### config.mk
export PLATFORM = sky130hd
export DESIGN_NAME = crcframe_rx
export DESIGN_NICKNAME = d
export VERILOG_FILES = /design/src/rtl/crcframe_pkg.sv /design/src/rtl/crcframe_parse.sv /design/src/rtl/crcframe_buf.sv /design/src/rtl/crcframe_emit.sv /design/src/rtl/crcframe_rx.sv
export SDC_FILE = /design/constraint.sdc
export NUM_CORES = 2
export LEC_CHECK = 0
export CORE_ASPECT_RATIO = 0.5
export CORE_MARGIN = 2
export CORE_UTILIZATION = 50
export DETAILED_ROUTE_END_ITERATION = 7
export PLACE_DENSITY = 0.65
export SETUP_SLACK_MARGIN = 0.5
export SLEW_MARGIN = 20
export SYNTH_ARGS = -nofsm -noshare
export SYNTH_HDL_FRONTEND = slang
export SYNTH_SLANG_ARGS = --single-unit
### constraint.sdc
create_clock -name clk -period 29.3 [get_ports clk]
set_input_delay 5.86 -clock clk [delete_from_list [all_inputs] [get_ports clk]]
set_output_delay 5.86 -clock clk [all_outputs]
set_load 0.02 [all_outputs]
### src/rtl/crcframe_pkg.sv
package crcframe_pkg;

  typedef enum logic [2:0] {
    PS_LEN_LO, PS_LEN_HI, PS_TYPE, PS_SEQ, PS_BODY, PS_CRC_LO, PS_CRC_HI
  } parse_state_e;

  typedef enum logic [1:0] {
    ES_TYPE, ES_SEQ, ES_BODY
  } emit_state_e;

  // One buffer slot: a byte and a flag marking the final byte of its frame.
  typedef struct packed {
    logic       last;
    logic [7:0] data;
  } buf_entry_t;

  // One byte of CRC-16, polynomial 0x1021, MSB first.
  function automatic logic [15:0] crc16_byte(input logic [15:0] crc_in,
                                             input logic [7:0]  b);
    logic [15:0] c;
    c = crc_in ^ {b, 8'h00};
    for (int i = 0; i < 8; i++) begin
      c = c[15] ? ({c[14:0], 1'b0} ^ 16'h1021) : {c[14:0], 1'b0};
    end
    return c;
  endfunction

endpackage

### src/rtl/crcframe_parse.sv
module crcframe_parse
  import crcframe_pkg::*;
#(
  parameter int MAX_LEN    = 258,
  parameter int GAP_CYCLES = 2000
) (
  input  logic       clk,
  input  logic       rst_n,
  input  logic       in_valid,
  input  logic [7:0] in_data,
  input  logic       buf_full,
  output logic       wr_en,
  output buf_entry_t wr_entry,
  output logic       commit,
  output logic       rollback,
  output logic       ok_pulse,
  output logic       crc_err_pulse,
  output logic       len_err_pulse,
  output logic       ovf_pulse
);
  localparam int CW = $clog2(MAX_LEN + 1);
  localparam int GW = $clog2(GAP_CYCLES + 1);

  parse_state_e   state_q;
  logic [7:0]     len_lo_q;
  logic [CW-1:0]  remain_q;
  logic [15:0]    crc_q;
  logic [7:0]     crc_lo_q;
  logic           drop_q;
  logic [GW-1:0]  gap_q;

  logic [15:0] len_w;
  logic        body_byte, drop_eff, ovf_now, crc_match, timeout;

  always_comb begin
    len_w     = {in_data, len_lo_q};
    body_byte = in_valid && (state_q == PS_TYPE || state_q == PS_SEQ ||
                             state_q == PS_BODY);
    drop_eff  = (state_q == PS_TYPE) ? 1'b0 : drop_q;
    ovf_now   = body_byte && (drop_eff || buf_full);
    wr_en     = body_byte && !drop_eff && !buf_full;
    wr_entry.data = in_data;
    wr_entry.last = (state_q == PS_SEQ  && remain_q == '0) ||
                    (state_q == PS_BODY && remain_q == CW'(1));
    crc_match = ({in_data, crc_lo_q} == crc_q);
    timeout   = !in_valid && state_q != PS_LEN_LO &&
                gap_q == GW'(GAP_CYCLES - 1);
    commit    = in_valid && state_q == PS_CRC_HI && !drop_q && crc_match;
    rollback  = (in_valid && state_q == PS_CRC_HI && !commit) || timeout;
  end

  always_ff @(posedge clk or negedge rst_n) begin
    if (!rst_n) begin
      state_q       <= PS_LEN_LO;
      len_lo_q      <= '0;
      remain_q      <= '0;
      crc_q         <= 16'hFFFF;
      crc_lo_q      <= '0;
      drop_q        <= 1'b0;
      gap_q         <= '0;
      ok_pulse      <= 1'b0;
      crc_err_pulse <= 1'b0;
      len_err_pulse <= 1'b0;
      ovf_pulse     <= 1'b0;
    end else begin
      ok_pulse      <= 1'b0;
      crc_err_pulse <= 1'b0;
      len_err_pulse <= 1'b0;
      ovf_pulse     <= ovf_now;
      if (in_valid) begin
        gap_q <= '0;
        unique case (state_q)
          PS_LEN_LO: begin
            len_lo_q <= in_data;
            state_q  <= PS_LEN_HI;
          end
          PS_LEN_HI: begin
            if (len_w < 16'd2 || len_w > 16'(MAX_LEN)) begin
              len_err_pulse <= 1'b1;
              state_q       <= PS_LEN_LO;
            end else begin
              remain_q <= CW'(len_w - 16'd2);
              state_q  <= PS_TYPE;
            end
          end
          PS_TYPE: begin
            crc_q   <= crc16_byte(16'hFFFF, in_data);
            drop_q  <= ovf_now;
            state_q <= PS_SEQ;
          end
          PS_SEQ: begin
            crc_q   <= crc16_byte(crc_q, in_data);
            drop_q  <= drop_q | ovf_now;
            state_q <= (remain_q == '0) ? PS_CRC_LO : PS_BODY;
          end
          PS_BODY: begin
            crc_q    <= crc16_byte(crc_q, in_data);
            drop_q   <= drop_q | ovf_now;
            remain_q <= remain_q - CW'(1);
            if (remain_q == CW'(1)) state_q <= PS_CRC_LO;
          end
          PS_CRC_LO: begin
            crc_lo_q <= in_data;
            state_q  <= PS_CRC_HI;
          end
          PS_CRC_HI: begin
            state_q <= PS_LEN_LO;
            if (!drop_q) begin
              if (crc_match) ok_pulse      <= 1'b1;
              else           crc_err_pulse <= 1'b1;
            end
          end
          default: state_q <= PS_LEN_LO;
        endcase
      end else if (state_q != PS_LEN_LO) begin
        if (timeout) begin
          state_q <= PS_LEN_LO;
          gap_q   <= '0;
        end else begin
          gap_q <= gap_q + GW'(1);
        end
      end
    end
  end

endmodule

### src/rtl/crcframe_buf.sv
module crcframe_buf
  import crcframe_pkg::*;
#(
  parameter int DEPTH = 258
) (
  input  logic       clk,
  input  logic       rst_n,
  input  logic       wr_en,
  input  buf_entry_t wr_entry,
  input  logic       commit,
  input  logic       rollback,
  output logic       full,
  input  logic       rd_en,
  output buf_entry_t rd_entry,
  output logic       rd_avail
);
  localparam int AW   = (DEPTH > 1) ? $clog2(DEPTH) : 1;
  localparam int CNTW = $clog2(DEPTH + 1);
  localparam logic [CNTW-1:0] ONE = CNTW'(1);

  buf_entry_t      mem [DEPTH];
  logic [AW-1:0]   wr_ptr_q, base_ptr_q, rd_ptr_q;
  logic [CNTW-1:0] fill_q, ccnt_q, spec_q;
  logic [CNTW-1:0] fill_d, ccnt_d;

  function automatic logic [AW-1:0] ptr_inc(input logic [AW-1:0] p);
    return (p == AW'(DEPTH - 1)) ? '0 : p + AW'(1);
  endfunction

  always_comb begin
    full     = (fill_q == CNTW'(DEPTH));
    rd_avail = (ccnt_q != '0);
    rd_entry = mem[rd_ptr_q];
    fill_d = fill_q;
    if (wr_en)    fill_d = fill_d + ONE;
    if (rd_en)    fill_d = fill_d - ONE;
    if (rollback) fill_d = fill_d - spec_q;
    ccnt_d = ccnt_q;
    if (commit)   ccnt_d = ccnt_d + spec_q;
    if (rd_en)    ccnt_d = ccnt_d - ONE;
  end

  always_ff @(posedge clk) begin
    if (wr_en) mem[wr_ptr_q] <= wr_entry;
  end

  always_ff @(posedge clk or negedge rst_n) begin
    if (!rst_n) begin
      wr_ptr_q   <= '0;
      base_ptr_q <= '0;
      rd_ptr_q   <= '0;
      fill_q     <= '0;
      ccnt_q     <= '0;
      spec_q     <= '0;
    end else begin
      if (rollback)   wr_ptr_q <= base_ptr_q;
      else if (wr_en) wr_ptr_q <= ptr_inc(wr_ptr_q);
      if (commit)     base_ptr_q <= wr_ptr_q;
      if (rd_en)      rd_ptr_q <= ptr_inc(rd_ptr_q);
      if (commit || rollback) spec_q <= '0;
      else if (wr_en)         spec_q <= spec_q + ONE;
      fill_q <= fill_d;
      ccnt_q <= ccnt_d;
    end
  end

endmodule

### src/rtl/crcframe_emit.sv
module crcframe_emit
  import crcframe_pkg::*;
(
  input  logic       clk,
  input  logic       rst_n,
  input  logic       rd_avail,
  input  buf_entry_t rd_entry,
  output logic       rd_en,
  input  logic       out_ready,
  output logic       out_valid,
  output logic [7:0] out_data,
  output logic       out_sof,
  output logic       out_eof,
  output logic       out_nodata,
  output logic [7:0] out_type,
  output logic [7:0] out_seq
);
  emit_state_e es_q;
  logic [7:0]  type_q, seq_q;
  logic        first_q;
  logic        load_ok;

  always_comb begin
    load_ok = !out_valid || out_ready;
    unique case (es_q)
      ES_TYPE: rd_en = rd_avail;
      ES_SEQ:  rd_en = rd_avail && (!rd_entry.last || load_ok);
      ES_BODY: rd_en = rd_avail && load_ok;
      default: rd_en = 1'b0;
    endcase
  end

  always_ff @(posedge clk or negedge rst_n) begin
    if (!rst_n) begin
      es_q       <= ES_TYPE;
      type_q     <= '0;
      seq_q      <= '0;
      first_q    <= 1'b0;
      out_valid  <= 1'b0;
      out_data   <= '0;
      out_sof    <= 1'b0;
      out_eof    <= 1'b0;
      out_nodata <= 1'b0;
      out_type   <= '0;
      out_seq    <= '0;
    end else begin
      if (out_valid && out_ready) out_valid <= 1'b0;
      unique case (es_q)
        ES_TYPE: if (rd_en) begin
          type_q <= rd_entry.data;
          es_q   <= ES_SEQ;
        end
        ES_SEQ: if (rd_en) begin
          seq_q   <= rd_entry.data;
          first_q <= 1'b1;
          if (rd_entry.last) begin
            out_valid  <= 1'b1;
            out_data   <= '0;
            out_sof    <= 1'b1;
            out_eof    <= 1'b1;
            out_nodata <= 1'b1;
            out_type   <= type_q;
            out_seq    <= rd_entry.data;
            es_q       <= ES_TYPE;
          end else begin
            es_q <= ES_BODY;
          end
        end
        ES_BODY: if (rd_en) begin
          out_valid  <= 1'b1;
          out_data   <= rd_entry.data;
          out_sof    <= first_q;
          out_eof    <= rd_entry.last;
          out_nodata <= 1'b0;
          out_type   <= type_q;
          out_seq    <= seq_q;
          first_q    <= 1'b0;
          if (rd_entry.last) es_q <= ES_TYPE;
        end
        default: es_q <= ES_TYPE;
      endcase
    end
  end

endmodule

### src/rtl/crcframe_rx.sv
module crcframe_rx
  import crcframe_pkg::*;
#(
  parameter int MAX_LEN       = 258,
  parameter int CLKS_PER_BYTE = 500,
  parameter int GAP_BYTES     = 4
) (
  input  logic       clk,
  input  logic       rst_n,
  input  logic       in_valid,
  input  logic [7:0] in_data,
  output logic       out_valid,
  input  logic       out_ready,
  output logic [7:0] out_data,
  output logic       out_sof,
  output logic       out_eof,
  output logic       out_nodata,
  output logic [7:0] out_type,
  output logic [7:0] out_seq,
  output logic       frame_ok,
  output logic       crc_err,
  output logic       len_err,
  output logic       overflow
);
  localparam int GAP_CYCLES = CLKS_PER_BYTE * GAP_BYTES;
  localparam int DEPTH      = MAX_LEN;

  logic       wr_en, commit, rollback, buf_full, rd_en, rd_avail;
  buf_entry_t wr_entry, rd_entry;

  crcframe_parse #(.MAX_LEN(MAX_LEN), .GAP_CYCLES(GAP_CYCLES)) u_parse (
    .clk(clk), .rst_n(rst_n), .in_valid(in_valid), .in_data(in_data),
    .buf_full(buf_full), .wr_en(wr_en), .wr_entry(wr_entry),
    .commit(commit), .rollback(rollback), .ok_pulse(frame_ok),
    .crc_err_pulse(crc_err), .len_err_pulse(len_err), .ovf_pulse(overflow)
  );

  crcframe_buf #(.DEPTH(DEPTH)) u_buf (
    .clk(clk), .rst_n(rst_n), .wr_en(wr_en), .wr_entry(wr_entry),
    .commit(commit), .rollback(rollback), .full(buf_full),
    .rd_en(rd_en), .rd_entry(rd_entry), .rd_avail(rd_avail)
  );

  crcframe_emit u_emit (
    .clk(clk), .rst_n(rst_n), .rd_avail(rd_avail), .rd_entry(rd_entry),
    .rd_en(rd_en), .out_ready(out_ready), .out_valid(out_valid),
    .out_data(out_data), .out_sof(out_sof), .out_eof(out_eof),
    .out_nodata(out_nodata), .out_type(out_type), .out_seq(out_seq)
  );

endmodule

==> insert_results.sql <==
INSERT INTO impl_metrics (metric_group, metric, value, unit) VALUES
('synthesis', 'number_of_distinct_standard_cells_referenced_by_the_synthesized_netlist', '83', ''),
('status', 'status', 'completed', ''),
('cells_and_area', 'largest_reg_flops', '2322', ''),
('synthesis', 'main_combinational_cell_family_by_area_after_synthesis', 'multiplexers', ''),
('power', 'p_leak', '34.5', 'nW'),
('timing', 'final.min_clock_period', '9.98', 'ns'),
('global_routing', 'grt_max_degree', '214', ''),
('critical_path', 'regToRegSetupSlack', '20.35', 'ns'),
('critical_path', 'critical_path.endpoint_type', 'flop', ''),
('cells_and_area', 'n_fill_cell', '14600', ''),
('cells_and_area', 'finalInstanceArea', '110000', 'um2'),
('route', 'route.vias.total', '51000', ''),
('route', 'dr.pass1.iters', '6', ''),
('timing', 'timing.fmax', '100', 'MHz'),
('route', 'avgViaCountPerCell', '6.51', ''),
('synthesis', 'synth_compound_area_share', '2.60', '%'),
('cells_and_area', 'layout.nets', '5082', ''),
('floorplan', 'fp.dieH', '319', 'um'),
('global_routing', 'number_of_global_route_vias_before_repair', '50000', ''),
('route', 'final_antenna_net_count', '0', ''),
('critical_path', 'r2r-start', 'u_buf.rd_ptr_q[0]', ''),
('cells_and_area', 'areaGrowthSynthToFinish', '10.4', '%'),
('timing', 'timing.final.ws_setup', '19.32', 'ns'),
('worst_hold_path', 'hp-class', 'reg -> reg', ''),
('synthesis', 'post_synthesis_sequential_area_ratio', '74.3', '%'),
('critical_path', 'critical_path_peak_fanout', '26', ''),
('placement', 'number_of_instances_in_the_placed_design', '7440', ''),
('synthesis', 'post_synth.cell_area_avg', '20.1', 'um2'),
('critical_path', 'timing.critical_path.slowest_cell_delay', '0.67', 'ns'),
('placement', 'placedInstanceArea', '103000', 'um2'),
('critical_path', 'path_common_cell', 'xnor2_1', ''),
('placement', 'routabilityCongestion', '0.879', ''),
('cells_and_area', 'final-instance-count-excl-fill', '7836', ''),
('floorplan', 'dieArea', '203000', 'um2'),
('placement', 'detailedPlacementHpwl', '163000', 'um'),
('critical_path', 'critPathArrivalTime', '10.73', 'ns'),
('synthesis', 'synth.top_cells.by_count', 'edfxtp_1 (2322), mux4_2 (639), nor2_1 (368)', ''),
('global_routing', 'grtUsageTotal', '26.3', '%'),
('critical_path', 'largest_delay_share_family_worst_path', 'simple AND/OR/NAND/NOR gates', ''),
('cells_and_area', 'final_layout_size_suffix_gt1_share', '23.1', '%'),
('critical_path', 'timing.setup.critical_path_class', 'in -> reg', ''),
('cts', 'clk_transition_reported_paths', '0.06', 'ns'),
('critical_path', 'rr_endpoint', 'u_buf.fill_q[8]', ''),
('global_routing', 'global_route_overflow', '0', ''),
('power', 'power.total', '10.4', 'mW'),
('critical_path', 'cp-start-kind', 'input pin', ''),
('floorplan', 'top_level_ports', '44', ''),
('timing', 'setup_viol', '0', ''),
('cts', 'cts_resized', '0', ''),
('synthesis', 'synth-edff-count', '2322', ''),
('cts', 'cts_sinks', '2483', ''),
('synthesis', 'post-synth-top-area-fraction', '70.2', '%'),
('global_routing', 'wire_length_of_the_first_global_routing_pass', '377000', 'um'),
('cells_and_area', 'count_of_inserted_antenna_diode_cells', '0', ''),
('route', 'drt_first_iter_violations', '7330', ''),
('cts', 'cts-buffers-inserted', '222', ''),
('timing', 'grt_setup_unrepaired', 'no', ''),
('route', 'postRouteWirelength', '265000', 'um'),
('cells_and_area', 'layout.core_utilization', '55.7', '%'),
('placement', 'port-buffer-count', '43', ''),
('synthesis', 'netlist_area', '99400', 'um2'),
('synthesis', 'adder_cell_share_of_the_synthesized_area', '0.481', '%'),
('floorplan', 'die_w', '634', 'um'),
('timing', 'timing.setup.tns', '0', 'ns'),
('timing', 'slew_viol_final', '0', ''),
('critical_path', 'path_buf_inv', '3', ''),
('cts', 'cts_setup_buffers', '0', ''),
('floorplan', 'initial_core_utilization', '50.4', '%'),
('synthesis', 'synth_simple_gate_area_share', '3.50', '%'),
('placement', 'setup_slack_placement', '18.53', 'ns'),
('cts', 'clockBufferDepth', '4', '');
[final cells by class]
cell class	instances	area, um2	area share, %
Clock inverter	120	1090	0.998
Timing Repair Buffer	151	1430	1.31
Multi-Input combinational cell	2127	24000	21.9
Clock buffer	275	5890	5.37
Tap cell	2632	3290	3.00
Sequential cell	2483	73800	67.3
Inverter	48	183	0.167
[power by group]
part / switching [mW] / internal, mW / total, mW
clock: 1.27 / 1.60 / 2.87
combinational: 1.99 / 1.37 / 3.36
sequential: 0.156 / 3.98 / 4.14
total: 3.42 / 6.94 / 10.4
[how the worst max path moves through the flow]
stage	start	to	cells after the start
2_1_floorplan	u_parse.remain_q[4]	u_buf.mem[0][8]	5
3_3_place_gp	in_valid	u_buf.fill_q[8]	19
3_5_place_dp	in_valid	u_buf.fill_q[8]	19
4_1_cts	in_valid	u_buf.fill_q[8]	19
5_1_grt	in_valid	u_buf.fill_q[8]	19
6_report	in_valid	u_buf.fill_q[8]	19
[per-layer routing]
metal	routed length, um	GRT usage [%]
met1	108000	39.4
met3	32500	7.19
met5	46	0
met2	118000	38.5
met4	6870	6.49
[cells in the final DEF (no fill, tap or decap), types with 20 or more instances in the layout]
cell                n
o21ai_0            69
a21oi_1            59
buf_4              95
mux2_2             70
clkinv_1           42
dfrtp_1           138
clkbuf_16         226
nand4_1            23
nand3_1            53
clkbuf_1           44
xnor2_1            72
xor2_1             31
mux4_2            639
mux2i_1           124
a22oi_1            51
nand2_1           167
ha_1               35
inv_1              45
nor2_1            360
clkinv_2           44
nor2b_1            31
clkdlybuf4s50_1    34
bufinv_16          20
edfxtp_1         2322
nor3_1             33
[cells by family (layout without fill, tap and decap cells)]
| logic type | after synthesis | in the layout |
|---|---|---|
| buffers and inverters | 328 | 594 |
| muxes | 834 | 834 |
| AOI/OAI and AO/OA | 375 | 375 |
| and+or+nand+nor | 778 | 778 |
| xor gates and xnor gates | 103 | 103 |
| adders and majority gates | 37 | 37 |
| DFF | 2483 | 2483 |
[worst min-delay path: stages, from the launching register on]
cell     delay [ns]
dfrtp_1        0.34
nand2_1        0.05
o21ai_0        0.06
(Power assumes the default switching activity.)
